File: config.mk
export PLATFORM = sky130hd
export DESIGN_NAME = lin3a2b
export DESIGN_NICKNAME = d
export VERILOG_FILES = /design/src/rtl/lin3a2b_pkg.sv /design/src/rtl/bit_fa.sv /design/src/rtl/ripple_add.sv /design/src/rtl/addsub.sv /design/src/rtl/lin3a2b.sv
export SDC_FILE = /design/constraint.sdc
export NUM_CORES = 1
export LEC_CHECK = 0
export ABC_AREA = 1
export BUFFER_PORTS_ARGS = -buffer_cell sky130_fd_sc_hd__buf_2
export CORE_AREA = 2 2 60 62
export DETAILED_ROUTE_END_ITERATION = 10
export DIE_AREA = 0 0 62 64
export PLACE_DENSITY_LB_ADDON = 0.25
export SLEW_MARGIN = 20
export SYNTH_ARGS = -nofsm -noshare
export SYNTH_HDL_FRONTEND = slang
export SYNTH_HIERARCHICAL = 1
export SYNTH_SLANG_ARGS = --single-unit
File: constraint.sdc
create_clock -name vclk -period 11.7
set_input_delay 2.34 -clock vclk [all_inputs]
set_output_delay 2.34 -clock vclk [all_outputs]
set_load 0.005 [all_outputs]
File: src/rtl/lin3a2b_pkg.sv
package lin3a2b_pkg;
  parameter int unsigned OPW = 16;

  typedef enum logic {
    MODE_ADD = 1'b0,
    MODE_SUB = 1'b1
  } arith_mode_e;
endpackage

File: src/rtl/bit_fa.sv
module bit_fa (
  input  logic x_i,
  input  logic y_i,
  input  logic c_i,
  output logic s_o,
  output logic c_o
);
  logic hx;
  logic hc;
  logic tc;

  // first half adder
  assign hx = (x_i & ~y_i) | (~x_i & y_i);
  assign hc = x_i & y_i;
  // second half adder
  assign s_o = (hx & ~c_i) | (~hx & c_i);
  assign tc  = hx & c_i;
  assign c_o = hc | tc;
endmodule

File: src/rtl/ripple_add.sv
module ripple_add #(
  parameter int unsigned W = 16
) (
  input  logic [W-1:0] x_i,
  input  logic [W-1:0] y_i,
  input  logic         cin_i,
  output logic [W-1:0] sum_o,
  output logic         cout_o
);
  logic [W:0] chain;

  assign chain[0] = cin_i;

  for (genvar k = 0; k < W; k++) begin : g_bit
    bit_fa u_fa (
      .x_i (x_i[k]),
      .y_i (y_i[k]),
      .c_i (chain[k]),
      .s_o (sum_o[k]),
      .c_o (chain[k+1])
    );
  end

  assign cout_o = chain[W];
endmodule

File: src/rtl/addsub.sv
module addsub
  import lin3a2b_pkg::*;
#(
  parameter int unsigned W = 16
) (
  input  logic [W-1:0] x_i,
  input  logic [W-1:0] y_i,
  input  arith_mode_e  mode_i,
  output logic [W-1:0] res_o,
  output logic         range_o
);
  logic         sub;
  logic [W-1:0] y_eff;
  logic         co;

  assign sub = (mode_i == MODE_SUB);

  // conditional inversion of the second operand
  for (genvar k = 0; k < W; k++) begin : g_inv
    assign y_eff[k] = (y_i[k] & ~sub) | (~y_i[k] & sub);
  end

  ripple_add #(.W(W)) u_add (
    .x_i    (x_i),
    .y_i    (y_eff),
    .cin_i  (sub),
    .sum_o  (res_o),
    .cout_o (co)
  );

  // add: carry out means overflow; subtract: missing carry means borrow
  assign range_o = (co & ~sub) | (~co & sub);
endmodule

File: src/rtl/lin3a2b.sv
module lin3a2b
  import lin3a2b_pkg::*;
#(
  parameter int unsigned W = OPW
) (
  input  logic [W-1:0] a_i,
  input  logic [W-1:0] b_i,
  output logic [W-1:0] res_o,
  output logic         err_o
);
  logic [W-1:0] a_x2;
  logic [W-1:0] a_x3;
  logic [W-1:0] b_x2;
  logic         cy_a2;
  logic         cy_a3;
  logic         cy_b2;
  logic         brw;

  // stage 1: A doubled
  ripple_add #(.W(W)) u_dbl_a (
    .x_i    (a_i),
    .y_i    (a_i),
    .cin_i  (1'b0),
    .sum_o  (a_x2),
    .cout_o (cy_a2)
  );

  // stage 2: A tripled
  ripple_add #(.W(W)) u_tri_a (
    .x_i    (a_x2),
    .y_i    (a_i),
    .cin_i  (1'b0),
    .sum_o  (a_x3),
    .cout_o (cy_a3)
  );

  // stage 3: B doubled
  ripple_add #(.W(W)) u_dbl_b (
    .x_i    (b_i),
    .y_i    (b_i),
    .cin_i  (1'b0),
    .sum_o  (b_x2),
    .cout_o (cy_b2)
  );

  // stage 4: difference
  addsub #(.W(W)) u_diff (
    .x_i     (a_x3),
    .y_i     (b_x2),
    .mode_i  (MODE_SUB),
    .res_o   (res_o),
    .range_o (brw)
  );

  assign err_o = cy_a2 | cy_a3 | cy_b2 | brw;
endmodule

After elaboration in Yosys (flattened, before gate mapping)
Cells that the tools add are included.

storage, ports and cells
  bits in registers = 0
  output and inout bits = 17
  logic and storage cells = 368

cells by class
  bitwise gates (word level) = 368

operators with widths
  kind         count
  $and 1x1->1  174
  $not 1->1    104
  $or 1x1->1   90

Longest topological paths before layout
Gate-level depths: netlist (run 1).

  depth in word-level cells = 39
  gate-level depth with buffers = 26
  depth with buffers taken out = 25

Modules after synthesis
Netlist (run 1), hierarchy kept.

by module, submodules not included
  module   cells each  area an instance (µm²)  instances
  bit_fa   1           20.0                    64
  addsub   72          307.8                   1
  lin3a2b  5           18.8                    1

Least setup slack after synthesis (run 1)
No wires, ideal clock.

  kind = input -> output
  start point = input port a_i[0]
  end point = output port err_o
  cell stages on the path = 23
  arrival = 9.739 ns
  required time = 9.360 ns
  slack = -0.379 ns
  cell sequence = fa_1 fa_1 fa_1 fa_1 fa_1 fa_1 fa_1 fa_1 fa_1 fa_1 fa_1 fa_1 fa_1 fa_1 fa_1 fa_1 fa_1 fa_1 inv_1 nand2_1 nand2_1 nor2_1 nand2_1

on the way
  longest elaborated chain between the ends = 37
  elaborated cells on any way between the ends = 197
  classes of those cells = 197 x bitwise

RTL lines
  item                   line              source
  from (decl)            lin3a2b.sv:6      input logic [W-1:0] a_i,
  $and 1x1->1 *          bit_fa.sv:14      assign hc = x_i & y_i;
  net u_tri_a.chain[2]   ripple_add.sv:10  logic [W:0] chain;
  $and 1x1->1 *          bit_fa.sv:17      assign tc = hx & c_i;
  $or 1x1->1 *           bit_fa.sv:18      assign c_o = hc | tc;
  net u_tri_a.chain[3]   ripple_add.sv:10
  $and 1x1->1 *          bit_fa.sv:17
  $or 1x1->1 *           bit_fa.sv:18
  net u_tri_a.chain[4]   ripple_add.sv:10
  [2 not listed]         --
  net u_tri_a.chain[5]   ripple_add.sv:10
  [2 not listed]         --
  net u_tri_a.chain[6]   ripple_add.sv:10
  [2 not listed]         --
  net u_tri_a.chain[7]   ripple_add.sv:10
  [2 not listed]         --
  net u_tri_a.chain[8]   ripple_add.sv:10
  [2 not listed]         --
  net u_tri_a.chain[9]   ripple_add.sv:10
  [2 not listed]         --
  net u_tri_a.chain[10]  ripple_add.sv:10
  [2 not listed]         --
  net u_tri_a.chain[11]  ripple_add.sv:10
  [2 not listed]         --
  net u_tri_a.chain[12]  ripple_add.sv:10
  [2 not listed]         --
  net u_tri_a.chain[13]  ripple_add.sv:10
  [2 not listed]         --
  net u_tri_a.chain[14]  ripple_add.sv:10
  [2 not listed]         --
  net u_tri_a.chain[15]  ripple_add.sv:10
  [3 not listed]         --
  net a_x3[15]           lin3a2b.sv:12     logic [W-1:0] a_x3;
  [1 not listed]         --
  $and 1x1->1            bit_fa.sv:13      assign hx = (x_i & ~y_i) | (~x_i & y_i);
  $or 1x1->1             bit_fa.sv:13
  $and 1x1->1            bit_fa.sv:17
  $or 1x1->1 *           bit_fa.sv:18
  net u_diff.co          addsub.sv:14      logic co;
  $not 1->1 *            addsub.sv:32      assign range_o = (co & ~sub) | (~co & sub);
  net brw                lin3a2b.sv:17     logic brw;
  $or 1x1->1 *           lin3a2b.sv:55     assign err_o = cy_a2 | cy_a3 | cy_b2 | brw;
  to (decl)              lin3a2b.sv:9      output logic err_o

The timed path passes the listed nets; every way through them passes the cells marked *.

Worst setup path in the final report (run 1)
  start point = input port a_i[0]
  end point = output port err_o

on the way
  longest elaborated chain between the ends = 37
  elaborated cells on any way between the ends = 197
  classes of those cells = 197 x bitwise

RTL lines
  item                        line
  $not 1->1                   --
  $and 1x1->1                 bit_fa.sv:13
  $or 1x1->1 *                bit_fa.sv:13
  net a_x3[1]                 lin3a2b.sv:12
  $not 1->1                   --
  $and 1x1->1                 bit_fa.sv:13
  $or 1x1->1                  bit_fa.sv:13
  $or 1x1->1 *                bit_fa.sv:18
  net u_diff.u_add.chain[2]   ripple_add.sv:10
  [2 not listed]              --
  net u_diff.u_add.chain[3]   ripple_add.sv:10
  [2 not listed]              --
  net u_diff.u_add.chain[4]   ripple_add.sv:10
  [2 not listed]              --
  net u_diff.u_add.chain[5]   ripple_add.sv:10
  [2 not listed]              --
  net u_diff.u_add.chain[6]   ripple_add.sv:10
  [2 not listed]              --
  net u_diff.u_add.chain[7]   ripple_add.sv:10
  [2 not listed]              --
  net u_diff.u_add.chain[8]   ripple_add.sv:10
  [2 not listed]              --
  net u_diff.u_add.chain[9]   ripple_add.sv:10
  [2 not listed]              --
  net u_diff.u_add.chain[10]  ripple_add.sv:10
  [2 not listed]              --
  net u_diff.u_add.chain[11]  ripple_add.sv:10
  [2 not listed]              --
  net u_diff.u_add.chain[12]  ripple_add.sv:10
  [2 not listed]              --
  net u_diff.u_add.chain[13]  ripple_add.sv:10
  [2 not listed]              --
  net u_diff.u_add.chain[14]  ripple_add.sv:10
  [1 not listed]              --
  $or 1x1->1 *                bit_fa.sv:18
  net u_diff.u_add.chain[15]  ripple_add.sv:10
  $and 1x1->1 *               bit_fa.sv:17
  $or 1x1->1 *                bit_fa.sv:18
  net u_diff.co               addsub.sv:14
  $not 1->1 *                 addsub.sv:32
  net brw                     lin3a2b.sv:17
  $or 1x1->1 *                lin3a2b.sv:55

Marked as above.

==> impl_metrics.env, run 1 <==
export IMPL_setup_violations_final=2
export IMPL_leakage_uw=0.000910
export IMPL_syn_area_sq_mm=0.00161
export IMPL_fillers=270
export IMPL_crit_family="adder cells"
export IMPL_place_gp_congestion=0.751
export IMPL_wl_met3_um=134
export IMPL_finalInstanceArea_sq_mm=0.00204
export IMPL_grt_pass1_wl_mm=4.73
export IMPL_die_h_um=64
export IMPL_ys_seq_area_share_pct=0
export IMPL_cp_common_cell="fa_2"
export IMPL_fin_ws_ps=-223
export IMPL_criticalPathCategory="in2out"
export IMPL_max_stage_delay_ps=550
export IMPL_fin_nets=291
export IMPL_wire_per_inst_um=11.1
export IMPL_required_ps=9360
export IMPL_grt_max_degree=19
export IMPL_worstSetupStartpointType="primary input"
export IMPL_powerDensity_mw_per_mm2=143
export IMPL_rows=21
export IMPL_wl_met2_mm=1.51
export IMPL_vias=1032
export IMPL_fmax_mhz=83.9
export IMPL_hpwl_mm=2.50
export IMPL_peakVddDrop_uv=91.0
export IMPL_antenna_found_initial=0
export IMPL_drv_slew=0
export IMPL_clkbuf_count=0
export IMPL_antenna_cells=0
export IMPL_die_x_um=62
export IMPL_nFlopsAndLatches=0
export IMPL_path_buf_inv=3
export IMPL_grt_setup_unrepaired="yes"
export IMPL_viasPerCell=4.32
export IMPL_ant_nets=0
export IMPL_synth_top_cells_by_area="fa_1 80%, nand2_1 11%, inv_1 4.0%"
export IMPL_track_usage_pct=15.5
export IMPL_initial_utilization_pct=49.0
export IMPL_met1_length_mm=1.00
export IMPL_first_pass_iters=6
export IMPL_min_period_ps=11920
export IMPL_post_cts_repair_setup_buffers=0
export IMPL_dr_max_layer_used="met3"
export IMPL_place_inst=239
export IMPL_violations="negative setup slack"
export IMPL_syn_inst=141
export IMPL_grt_overflow=0
export IMPL_synth_cell_types=10
export IMPL_place_area_sq_mm=0.00200
export IMPL_io_buffers=49
export IMPL_outcome="finished with violations"
export IMPL_hold_violations=0
export IMPL_design_core_area_sq_mm=0.00328
export IMPL_stdcell_count=239
export IMPL_hp_class="in2out"
export IMPL_synth_top_area_share_pct=79.7
export IMPL_wl_mm=2.64
export IMPL_drc_errors=0
export IMPL_worst_path_max_fanout=3
export IMPL_place_ws_ps=-460
export IMPL_whs_ps=5170
export IMPL_cp_arrival_ps=9580
export IMPL_drv_cap=0
export IMPL_grt_pass1_vias=1194
export IMPL_drt_initial_drc_count=31
export IMPL_slowest_stage="fa_2"
export IMPL_die_area_sq_mm=0.00397
export IMPL_synth_area_per_cell_sq_um=11.4
export IMPL_regArea_sq_um=0
export IMPL_synthToLayoutAreaGrowth_pct=26.9
export IMPL_cp_end_kind="output port"
export IMPL_period_share_pct=102
export IMPL_drive_gt1_share_pct=54.4
export IMPL_synth_yosys_warnings=6
export IMPL_yosysTopAreaCell="fa_1"
export IMPL_io_pins=49
-- kinds of logic (layout without fill, tap and decap cells) --
kind of cell,Yosys count,in the layout,synth area share (%)
adders and majority gates,64,64,79.7
buffers and inverters,21,70,6.77
other,2,5,0.467
and+or+nand+nor,54,54,13.1
-- cell type report --
cell class	instances	area, sq um	area share (%)
Multi-Input combinational cell	123	1630	79.9
Timing Repair Buffer	52	278	13.6
Inverter	18	75.1	3.68
Tap cell	46	57.6	2.82
-- per-stage QoR --
step	TNS [ps]	power, uW	util (%)
after floorplan	0	190	-
after CTS	-452	299	62.1
after detailed placement	-850	291	61.0
final	-387	292	62.1
after global routing	-737	344	62.1
after global placement	-801	284	61.0
-- synth_stat cells, drive strengths merged --
master,instances
fa,64
inv,18
buf,3
nand2,52
conb,2
nor2,2
-- cell usage in the layout (no fill, tap or decap) --
master	instances
buf_2	48
buf_4	3
buf_8	1
conb_1	5
fa_1	17
fa_2	47
inv_1	16
inv_2	1
inv_8	1
nand2_1	48
nand2_2	4
nor2_1	2
-- report_power, final --
group	internal (uW)	total, uW	switching [uW]
combinational	152	292	140
clock	0	0	0
sequential	0	0	0
-- metal layers --
| layer | track usage [%] | up-vias |
|---|---|---|
| li1 | - | 501 |
| met1 | 19.1 | 503 |
| met2 | 30.1 | 28 |
| met3 | 1.21 | 0 |
| met4 | 0 | 0 |
| met5 | 0 | - |
-- path summary, 6_finish.rpt --
kind	start	end	slack, ps	cells past startpoint
min	b_i[15]	err_o	5170	5
max	a_i[0]	err_o	-220	25
-- timing repair --
item	4_1_cts	5_1_grt
endpoints found under the setup margin	3	2
pin swaps	4	1
hold buffers	0	0
gates cloned	0	0
gates resized for setup	13	2
No activity file was read; power rests on OpenSTA's default activity.
==> run 2, diff against run 1 <==
- REMOVE_ABC_BUFFERS: unset -> 1
==> run 2 against run 1 <==
Against the previous run:
- the run ends with design-rule violations, negative setup slack left
- worst hold slack got worse by 28 ps
- combinational power barely moved
- largest power group unchanged
- critical endpoint unchanged
- cell count rose by 1.3%
- largest cell class unchanged
- critical path type unchanged
==> impl_metrics.env, run 2 (synthesized netlist as in run 1, its figures left out) <==
export IMPL_hp_class="in2out"
export IMPL_worst_path_max_fanout=3
export IMPL_multiInputGateArea_sq_mm=0.00164
export IMPL_wl_met3_um=102
export IMPL_fin_ws_ps=-253
export IMPL_min_period_ps=11950
export IMPL_stdcell_count=242
export IMPL_drv_cap=0
export IMPL_initial_utilization_pct=49.0
export IMPL_clkbuf_count=0
export IMPL_wl_met2_mm=1.63
export IMPL_wire_per_inst_um=11.3
export IMPL_grt_pass1_wl_mm=5.11
export IMPL_fmax_mhz=83.7
export IMPL_hold_violations=0
export IMPL_dr_max_layer_used="met3"
export IMPL_cp_arrival_ps=9610
export IMPL_required_ps=9360
export IMPL_cp_end_kind="output port"
export IMPL_seqPwrFrac_pct=0
export IMPL_setup_violations_final=2
export IMPL_antenna_found_initial=0
export IMPL_place_area_sq_mm=0.00193
export IMPL_clkPwrFrac_pct=0
export IMPL_mostFrequentLayoutCells="50 x fa_2, 49 x nand2_1, 48 x buf_2, 16 x inv_1, 14 x fa_1"
export IMPL_vias=1048
export IMPL_grt_pass1_vias=1194
export IMPL_io_pins=49
export IMPL_viasPerCell=4.33
export IMPL_grt_setup_unrepaired="yes"
export IMPL_switching_share_pct=47.9
export IMPL_leakage_uw=0.000922
export IMPL_wl_mm=2.73
export IMPL_drt_initial_drc_count=69
export IMPL_criticalPathCategory="in2out"
export IMPL_violations="design-rule violations, negative setup slack"
export IMPL_drc_errors=54
export IMPL_drive_gt1_share_pct=56.1
export IMPL_met1_length_um=997
export IMPL_peakVddDrop_uv=98.5
export IMPL_nFlopsAndLatches=0
export IMPL_grt_overflow=0
export IMPL_design_core_area_sq_mm=0.00328
export IMPL_die_area_sq_mm=0.00397
export IMPL_worstSetupStartpointType="primary input"
export IMPL_first_pass_iters=8
export IMPL_p_int_uw=151
export IMPL_fin_nets=294
export IMPL_final_common_cell="fa_2"
export IMPL_cts_hold_buf=0
export IMPL_powerDensity_mw_per_mm2=140
export IMPL_outcome="finished with violations"
export IMPL_antenna_cells=0
export IMPL_period_share_pct=102
export IMPL_finalInstanceArea_sq_mm=0.00207
export IMPL_place_inst=241
export IMPL_place_gp_congestion=0.739
export IMPL_drv_slew=0
export IMPL_die_h_um=64
export IMPL_ant_nets=0
export IMPL_track_usage_pct=16.9
export IMPL_hpwl_mm=2.47
export IMPL_rows=21
export IMPL_io_buffers=49
export IMPL_synthToLayoutAreaGrowth_pct=28.6
export IMPL_fin_total_pwr_uw=290
export IMPL_grt_max_degree=19
export IMPL_fillers=279
export IMPL_regArea_sq_um=0
export IMPL_power_switching_uw=139
export IMPL_die_x_um=62
export IMPL_combPwrFrac_pct=100.0
-- run 2: cell types whose count changed in the layout (fill, tap and decap cells not counted), sizes merged --
cell  change
buf       +3
-- run 2: worst max-delay path: stages --
cell	delay [ps]
buf_8	100
fa_2	350
fa_2	350
fa_2	350
fa_2	350
fa_2	370
fa_2	350
fa_2	370
fa_2	370
fa_1	410
fa_2	540
fa_2	450
fa_2	410
fa_2	410
fa_2	350
fa_2	350
fa_2	350
fa_2	340
fa_2	350
inv_2	60
nand2_1	40
nand2_1	50
nor2_1	40
nand2_1	50
buf_2	100
-- run 2: path summary, 6_finish.rpt --
kind | cells past startpoint | from | slack, ps | end
hold / removal | 5 | b_i[15] | 5140 | err_o
setup / recovery | 25 | a_i[0] | -250 | err_o
-- run 2: cell type report --
cell class | instances | share of cell area, %
Multi-Input combinational cell | 123 | 79.1
Inverter | 18 | 3.63
Timing Repair Buffer | 55 | 14.5
Tap cell | 46 | 2.78
-- run 2: power groups by stage --
stage	clock, uW	sequential [uW]	combinational, uW
2_1_floorplan	0	0	169
3_3_place_gp	0	0	257
3_5_place_dp	0	0	267
4_1_cts	0	0	295
5_1_grt	0	0	344
6_report	0	0	290
-- run 2: stage by stage --
step	hold WS (ps)	setup WS (ps)	setup TNS, ps	util (%)
3_5_place_dp	5140	-995	-2350	58.6
2_1_floorplan	4910	-379	-638	-
6_report	5140	-253	-457	63.0
3_3_place_gp	5140	-843	-1910	58.6
5_1_grt	5180	-461	-857	63.0
4_1_cts	5150	-362	-666	62.7
-- run 2: routing by layer --
metal	vias to the layer above	global-route usage, %
met5	-	0
met4	0	0
met3	0	0.202
met2	27	32.3
met1	512	22.4
li1	509	-
-- run 2: timing repair --
item | in CTS | in global routing
setup endpoints to repair | 4 | 3
gates resized for setup | 50 | 4
pin swaps | 18 | 8
endpoints found under the hold margin | 0 | 0
setup buffers | 1 | 0
==> run 3, diff against run 2 <==
- ABC_AREA: 1 -> unset
- CORE_AREA: 2 2 60 62 -> 2 2 58 60
- DIE_AREA: 0 0 62 64 -> 0 0 60 62
- RECOVER_POWER: unset -> 50
==> run 3 against run 2 <==
Against the previous run:
- worst setup slack got worse by 160 ps
- power about the same
- non-clock buffer count is 4 lower
- sequential share of layout area unchanged
- routed wire length is 18% lower
- critical path type unchanged
- first-iteration DRC count down 26%
- the run still ends with design-rule violations, negative setup slack left
- cell area decreased by 7.5%
- worst hold slack better by 8.3 ps
- clock-buffer cell count stayed put
- die area fell by 6.3%
- synthesized cell count shrank 39%
- critical path depth is 3 lower
==> impl_metrics.env, run 3 <==
export IMPL_drc_errors=39
export IMPL_max_stage_delay_ps=510
export IMPL_busiest_layer="met2"
export IMPL_viasPerCell=4.30
export IMPL_grt_max_degree=18
export IMPL_cp_common_cell="fa_2"
export IMPL_grtUsageMet3_pct=0.207
export IMPL_powerDensity_mw_per_mm2=152
export IMPL_antenna_found_initial=0
export IMPL_grt_overflow=0
export IMPL_yosysTopAreaCell="fa_1"
export IMPL_grt_pass1_wl_mm=3.73
export IMPL_die_area_sq_mm=0.00372
export IMPL_drv_slew=0
export IMPL_synth_top_cells_by_area="fa_1 87%, xor2_1 10%, buf_12 1.4%"
export IMPL_io_pins=49
export IMPL_syn_area_sq_mm=0.00148
export IMPL_place_gp_congestion=0.713
export IMPL_die_x_um=60
export IMPL_cp_arrival_ps=9770
export IMPL_synth_area_per_cell_sq_um=17.2
export IMPL_slowest_stage="fa_1"
export IMPL_track_usage_pct=13.5
export IMPL_regArea_sq_um=0
export IMPL_synth_top_area_share_pct=86.8
export IMPL_violations="design-rule violations, negative setup slack"
export IMPL_drive_gt1_share_pct=70.3
export IMPL_period_share_pct=104
export IMPL_vias=791
export IMPL_fin_ws_ps=-413
export IMPL_synthTopCellsByCount="64 x fa_1, 17 x xor2_1, 2 x conb_1"
export IMPL_use_met2_pct=30.0
export IMPL_clkbuf_count=0
export IMPL_wire_per_inst_um=12.1
export IMPL_synth_most_common_cell="fa_1"
export IMPL_grt_setup_unrepaired="yes"
export IMPL_grt_pass1_vias=914
export IMPL_peakVddDrop_uv=61.0
export IMPL_leakage_uw=0.000721
export IMPL_die_h_um=62
export IMPL_drv_cap=0
export IMPL_io_buffers=49
export IMPL_outcome="finished with violations"
export IMPL_fin_nets=236
export IMPL_ys_seq_area_share_pct=0
export IMPL_crit_chain="buf_8 > fa_2 > fa_2 > fa_2 > fa_2 > fa_2 > fa_2 > fa_2 > fa_2 > fa_2 > fa_2 > fa_2 > fa_2 > fa_2 > fa_2 > fa_2 > fa_2 > fa_1 > fa_2 > xor2_1 > or4_1 > buf_2"
export IMPL_fin_total_pwr_uw=290
export IMPL_place_ws_ps=-1020
export IMPL_criticalPathCategory="in2out"
export IMPL_place_area_sq_mm=0.00177
export IMPL_grt_use_met1_pct=14.9
export IMPL_design_core_area_sq_mm=0.00318
export IMPL_hp_class="in2out"
export IMPL_syn_inst=86
export IMPL_required_ps=9360
export IMPL_synth_cell_types=6
export IMPL_drt_initial_drc_count=51
export IMPL_initial_utilization_pct=46.4
export IMPL_first_pass_iters=10
export IMPL_final_common_cell="fa_2"
export IMPL_antenna_cells=0
export IMPL_worstSetupStartpointType="primary input"
export IMPL_rows=21
export IMPL_cp_end_kind="output port"
export IMPL_hold_violations=0
export IMPL_finalInstanceArea_sq_mm=0.00191
export IMPL_worst_path_max_fanout=3
export IMPL_ant_nets=0
export IMPL_nFlopsAndLatches=0
export IMPL_min_period_ps=12110
export IMPL_synthToLayoutAreaGrowth_pct=29.6
export IMPL_hpwl_mm=2.19
export IMPL_post_cts_repair_setup_buffers=0
export IMPL_synth_yosys_warnings=6
export IMPL_mostFrequentLayoutCells="47 x fa_2, 45 x buf_2, 17 x fa_1, 16 x xor2_1, 5 x conb_1"
export IMPL_setup_violations_final=2
export IMPL_tns_ps=-714
export IMPL_fmax_mhz=82.6
export IMPL_wl_mm=2.23
run 3: cell types whose count changed after synthesis, sizes merged:
cell   before  now
nand2      52    0
inv        18    0
xor2        0   17
nor2        2    0
buf         3    2
or4         0    1
run 3: cell type report:
| class | instances | area [sq um] |
|---|---|---|
| well taps | 46 | 57.6 |
| fillers | 235 | 1270 |
| repair buffers | 51 | 274 |
| multi-input cells | 87 | 1580 |
run 3: report_power, final:
group / leakage (uW) / switching (uW) / internal (uW) / total [uW]
sequential: 0 / 0 / 0 / 0
clock: 0 / 0 / 0 / 0
combinational: 0.000721 / 135 / 155 / 290
total: 0.000721 / 135 / 155 / 290
run 3: routing by layer:
metal	wire, um	share of wire, %
met1	693	31
met2	1440	64
met3	99	4.4
met4	0	0
met5	0	0
run 3: cell families (layout without fill, tap and decap cells):
logic type / count (synthesis) / after routing / synth area share, %
adders and majority gates: 64 / 64 / 86.8
xor gates and xnor gates: 17 / 17 / 10.1
other: 2 / 5 / 0.509
buffers and inverters: 2 / 51 / 2.12
and+or+nand+nor: 1 / 1 / 0.509
run 3: what timing repair did:
item	in CTS	in global routing
gates cloned	0	0
hold endpoints to repair	0	0
endpoints found under the setup margin	4	3
pin swaps	12	11
hold buffers	0	0
resized for setup	37	17
run 3: path summary, 6_finish.rpt:
kind                start     to  slack, ps  cells after the start
setup / recovery   a_i[0]  err_o       -410                     22
hold / removal    b_i[15]  err_o       5150                      4
run 3: worst max-delay path, delay by kind of cell:
kind	cells	cell delay, ps
adders and majority gates	18	6660
and+or+nand+nor	1	460
buffers and inverters	2	240
xor gates and xnor gates	1	50
run 3: stage by stage:
stage                     utilization, %  std cells  hold slack (ps)
after global routing                60.2        184             5180
after global placement              55.8        184             5140
final                               60.2        184             5150
after CTS                           58.8        184             5160
after detailed placement            55.8        184             5150
after floorplan                        -         87             4910
